### config.mk
export PLATFORM = sky130hd
export DESIGN_NAME = dsp_logic_alu
export DESIGN_NICKNAME = d
export VERILOG_FILES = /design/src/rtl/dsp_lu_pkg.sv /design/src/rtl/dsp_lu_core.sv /design/src/rtl/dsp_lu_flags.sv /design/src/rtl/dsp_logic_alu.sv
export SDC_FILE = /design/constraint.sdc
export NUM_CORES = 1
export LEC_CHECK = 0
export BUFFER_PORTS_ARGS = -buffer_cell sky130_fd_sc_hd__buf_2
export CORE_MARGIN = 8
export CORE_UTILIZATION = 39
export CTS_CLUSTER_SIZE = 30
export DETAILED_ROUTE_END_ITERATION = 10
export GPL_ROUTABILITY_DRIVEN = 0
export GPL_TIMING_DRIVEN = 0
export PLACE_DENSITY = 0.78
export SYNTH_ARGS = -nofsm -noshare
export SYNTH_HDL_FRONTEND = slang
export SYNTH_HIERARCHICAL = 1
export SYNTH_SLANG_ARGS = --single-unit
### constraint.sdc
create_clock -name clk_i -period 0.8 [get_ports clk_i]
set_clock_uncertainty 0.1 [all_clocks]
set_input_delay 0.12 -clock clk_i [delete_from_list [all_inputs] [get_ports clk_i]]
set_output_delay 0.12 -clock clk_i [all_outputs]
set_load 0.02 [all_outputs]
### src/rtl/dsp_lu_pkg.sv
package dsp_lu_pkg;
  typedef enum logic [1:0] {
    OP_AND  = 2'b00,
    OP_OR   = 2'b01,
    OP_XOR  = 2'b10,
    OP_NONE = 2'b11
  } lu_op_e;

  typedef enum logic [2:0] {
    CS_CARRY = 3'd0,
    CS_NEG   = 3'd1,
    CS_ZERO  = 3'd2,
    CS_OVF   = 3'd3,
    CS_GT    = 3'd4,
    CS_NNEG  = 3'd5,
    CS_RSV6  = 3'd6,
    CS_RSV7  = 3'd7
  } lu_cs_e;

  // bit0 dc .. bit4 gt
  typedef struct packed {
    logic gt;
    logic v;
    logic z;
    logic n;
    logic dc;
  } lu_flags_t;
endpackage

### src/rtl/dsp_lu_core.sv
module dsp_lu_core
  import dsp_lu_pkg::*;
#(
  parameter int unsigned ACT_W = 16
) (
  input  logic [ACT_W-1:0] a_i,
  input  logic [ACT_W-1:0] b_i,
  input  logic [1:0]       op_i,
  output logic [ACT_W-1:0] res_o
);
  for (genvar g = 0; g < ACT_W; g++) begin : g_bit
    always_comb begin
      unique case (op_i)
        OP_AND:  res_o[g] = a_i[g] & b_i[g];
        OP_OR:   res_o[g] = a_i[g] | b_i[g];
        OP_XOR:  res_o[g] = a_i[g] ^ b_i[g];
        default: res_o[g] = 1'b0;
      endcase
    end
  end
endmodule

### src/rtl/dsp_lu_flags.sv
module dsp_lu_flags
  import dsp_lu_pkg::*;
#(
  parameter int unsigned ACT_W = 16
) (
  input  logic [ACT_W-1:0] res_i,
  input  logic [2:0]       cs_i,
  output lu_flags_t        flags_o
);
  logic zero, neg, pos;

  assign zero = ~|res_i;
  assign neg  = res_i[ACT_W-1];
  assign pos  = ~zero & ~neg;

  always_comb begin
    flags_o.n  = neg;
    flags_o.z  = zero;
    flags_o.v  = 1'b0;
    flags_o.gt = pos;
    unique case (lu_cs_e'(cs_i))
      CS_NEG:  flags_o.dc = neg;
      CS_ZERO: flags_o.dc = zero;
      CS_GT:   flags_o.dc = pos;
      CS_NNEG: flags_o.dc = ~neg;
      default: flags_o.dc = 1'b0; // carry, overflow, reserved
    endcase
  end
endmodule

### src/rtl/dsp_logic_alu.sv
module dsp_logic_alu
  import dsp_lu_pkg::*;
#(
  parameter int unsigned GUARD_W = 8,
  parameter int unsigned WORD_W  = 32,
  parameter int unsigned ACT_LO  = 16
) (
  input  logic                        clk_i,
  input  logic                        rst_ni,
  input  logic                        valid_i,
  input  logic [1:0]                  op_i,
  input  logic                        cond_i,
  input  logic                        cond_true_i,
  input  logic [2:0]                  cs_i,
  input  logic [GUARD_W+WORD_W-1:0]   src1_i,
  input  logic [GUARD_W+WORD_W-1:0]   src2_i,
  output logic [GUARD_W+WORD_W-1:0]   dst_o,
  output logic                        dst_we_o,
  output logic [4:0]                  flags_o
);
  localparam int unsigned DATA_W = GUARD_W + WORD_W;
  localparam int unsigned ACT_W  = WORD_W - ACT_LO;

  logic [ACT_W-1:0] res;
  lu_flags_t        flags_new, flags_q;
  logic             issue, do_write, do_flags;
  logic [DATA_W-1:0] dst_q;
  logic              we_q;

  // guard and low source bits never reach the logic
  logic unused_src;
  assign unused_src = ^{src1_i[DATA_W-1:WORD_W], src1_i[ACT_LO-1:0],
                        src2_i[DATA_W-1:WORD_W], src2_i[ACT_LO-1:0]};

  dsp_lu_core #(.ACT_W(ACT_W)) u_core (
    .a_i   (src1_i[WORD_W-1:ACT_LO]),
    .b_i   (src2_i[WORD_W-1:ACT_LO]),
    .op_i  (op_i),
    .res_o (res)
  );

  dsp_lu_flags #(.ACT_W(ACT_W)) u_flags (
    .res_i   (res),
    .cs_i    (cs_i),
    .flags_o (flags_new)
  );

  assign issue    = valid_i && (op_i != OP_NONE);
  assign do_write = issue && (!cond_i || cond_true_i);
  assign do_flags = issue && !cond_i;

  always_ff @(posedge clk_i or negedge rst_ni) begin
    if (!rst_ni) begin
      dst_q   <= '0;
      we_q    <= 1'b0;
      flags_q <= '0;
    end else begin
      we_q <= do_write;
      if (do_write) dst_q <= {{GUARD_W{1'b0}}, res, {ACT_LO{1'b0}}};
      if (do_flags) flags_q <= flags_new;
    end
  end

  assign dst_o    = dst_q;
  assign dst_we_o = we_q;
  assign flags_o  = flags_q;
endmodule

==> flow_summary.toml <==
[status]
run_status = "finished with violations"
violations = "negative hold slack, negative setup slack"

[clocking]
clk_pin_slew_worst_paths_ns = 0.09
insertion_delay_ns = 0.26
htreeDepth = 1
cts.sinks = 22
cts_tree = "done"
clock_path_buffers = 2
ctsRootBufferMaster = "clkbuf_8"
cts_inserted_buffers = 3

[final_layout]
multi_input_area_mm2 = 0.001599
area_delta_synth_final_pct = 73.10
ff_latch_area_um2 = 550.5
antenna_cells = 0
layout_commonest_cell = "buf_4"
nFillCells = 374
postLayoutCoreUtil = 0.6834
finalNonFillerCells = 396
nets = 448
drive_gt1_frac = 0.7130
final_cell_mix = "57 x buf_4, 46 x buf_6, 25 x conb_1, 25 x buf_2, 22 x dfrtp_1"

[worst_setup_path]
critPathLaunch = "op_i[1]"
cp.arrival_ns = 1.90
cp-end-kind = "flop"
crit_top_cell = "buf_12"
max_stage_delay_ns = 0.33
regToRegStartpoint = "dst_o[25]"
r2r-end = "dst_o[25]"
worstSetupPathType = "input port to flop"
path_cells = "buf_8 > buf_12 > buf_12 > mux2i_1 > o22ai_2 > nor4_2 > and4_4 > and2b_1 > o21ai_2 > mux2_4"
cp_slowest_cell = "nor4_2"
rr_worst_depth = 2
crit_required_ns = 0.85
cp_max_fo = 6
cp-start-kind = "input port"
rrSetupSlack_ns = -0.23

[power]
leakage_nw = 1.908
total_power_w = 0.004930
peakVddDrop_mv = 0.8545
power_density_mw_per_mm2 = 1343

[place]
dpl.hpwl_um = 4166
io_buffers = 63
dp.cells = 355

[die]
initial_core_util = 0.3948
dieHeight_um = 89.74
core_mm2 = 0.005371
std_cell_rows = 27
io_pins = 136
die_x_um = 89.74
fp.dieArea_mm2 = 0.008053

[detailed_routing]
firstDrtPassIters = 6
routed_wl_um = 6130
via_per_inst = 4.424
wl_per_cell_um = 15.48
first_iter_violations = 29
vias = 1752
ant_nets = 0
drc = 0

[timing]
setup_viol = 43
max_slew_margin = 0.6525
fin_crit_sh = 2.317
worst_pin_slew_ns = 0.5212
setup_ws_ns = -1.054
slew_viol_final = 0
timing.hold.ws_ns = -0.2752
post-route-min-period_ns = 1.854
fmax_mhz = 539.4
rsz0062_at_grt = "true"
hold_viol_final = 22

[grt]
grt_start_max_net_pins = 23
grt_pass1_vias = 1944
grt_antenna_before_repair = 0
grt_pass1_wl_um = 9280
grt_remaining_overflow = 0
grt_usage = 0.1385

[synth]
synth_top_flop_cell = "dfrtp_1"
yosys_warnings = 6
synth_area_mm2 = 0.002121
syn_inst = 197
ys_seq_area_frac = 0.2596
avgSynthCellArea_um2 = 10.77
synth_seq_cells = 22
synth_edf_count = 0
synth_cell_types = 25
async_flop_share = 1.000

[run]
maxCapViolCount = 0

[hold_path]
hp-class = "input port to asynchronous set/reset pin"
==> logic make-up (layout without fill, tap and decap cells) <==
group	after synthesis	after routing	share of synthesized area
AO/OA/AOI/OAI	18	18	0.08201
multiplexers	37	37	0.2118
flip-flops	22	22	0.2596
buffers and inverters	69	173	0.1982
other	2	25	0.003541
AND/OR/NAND/NOR	17	17	0.05605
adder cells (fa/ha/maj)	32	32	0.1888
==> cells in the mapped netlist (2+ instances only) <==
master   instances  area share
nor4_1           4       0.012
buf_2            2      0.0047
mux2_4          14       0.099
o22ai_1          6       0.018
nand2_1          3      0.0053
mux2i_1         16       0.076
nor2_1           3      0.0053
ha_1            32        0.19
buf_4           28       0.099
buf_6            5       0.027
mux2_2           7       0.037
o22ai_2         10       0.059
inv_1           33       0.058
conb_1           2      0.0035
dfrtp_1         22        0.26
==> final cells by class <==
cell class | instances | area share
Clock buffer | 3 | 0.01125
Timing Repair Buffer | 103 | 0.2515
Buffer | 34 | 0.08930
Tap cell | 72 | 0.02454
Multi-Input combinational cell | 129 | 0.4356
Sequential cell | 22 | 0.1500
Inverter | 33 | 0.03783
==> critical path: cells and delay by family <==
family / cells / cell delay, ns
and+or+nand+nor: 3 / 0.77
muxes: 2 / 0.49
AOI/OAI and AO/OA: 2 / 0.17
buffers and inverters: 3 / 0.34
==> flip-flops by register name, summed over array words and instances, names as in the netlist <==
signal and count:
dst_o 16, flags_o 5, dst_we_o 1
==> power breakdown <==
part | leakage, nW | switching [W] | internal [W] | total (W)
Sequential | 0.275 | 0.000159 | 0.00132 | 0.00147
Combinational | 1.61 | 0.00117 | 0.00158 | 0.00275
Clock | 0.0216 | 0.000370 | 0.000336 | 0.000706
Total | 1.91 | 0.00170 | 0.00323 | 0.00493
==> repair_timing <==
item                                   in CTS  in global routing
endpoints found under the hold margin      22                 22
setup endpoints to repair                  43                 43
pin swaps                                  19                 13
buffers inserted                           27                 11
gates cloned                                2                  0
gates resized for setup                   101                 42
==> per-layer routing <==
| layer | wire length, um | share of wire | GRT usage |
|---|---|---|---|
| met5 | 0 | 0 | 0 |
| met4 | 148 | 0.024 | 0.05078 |
| met3 | 305 | 0.050 | 0.03325 |
| met2 | 3387 | 0.55 | 0.2681 |
| met1 | 2288 | 0.37 | 0.1381 |
==> stage by stage <==
stage | setup slack, ns | instance area (um2) | TNS, ns
floorplan | -0.9903 | 2296 | -8.560
global placement | -1.504 | 2701 | -14.67
detailed placement | -1.572 | 2701 | -15.35
CTS | -1.005 | 3383 | -11.61
global route | -1.097 | 3671 | -13.21
finish | -1.054 | 3671 | -12.20
==> how the worst max path moves through the flow <==
| stage | end | cells after the start |
|---|---|---|
| floorplan | flags_o[0] | 10 |
| global placement | flags_o[0] | 10 |
| detailed placement | flags_o[0] | 10 |
| CTS | flags_o[0] | 10 |
| global route | flags_o[0] | 10 |
| finish | flags_o[0] | 10 |
Power figures use the tool's default switching activity.
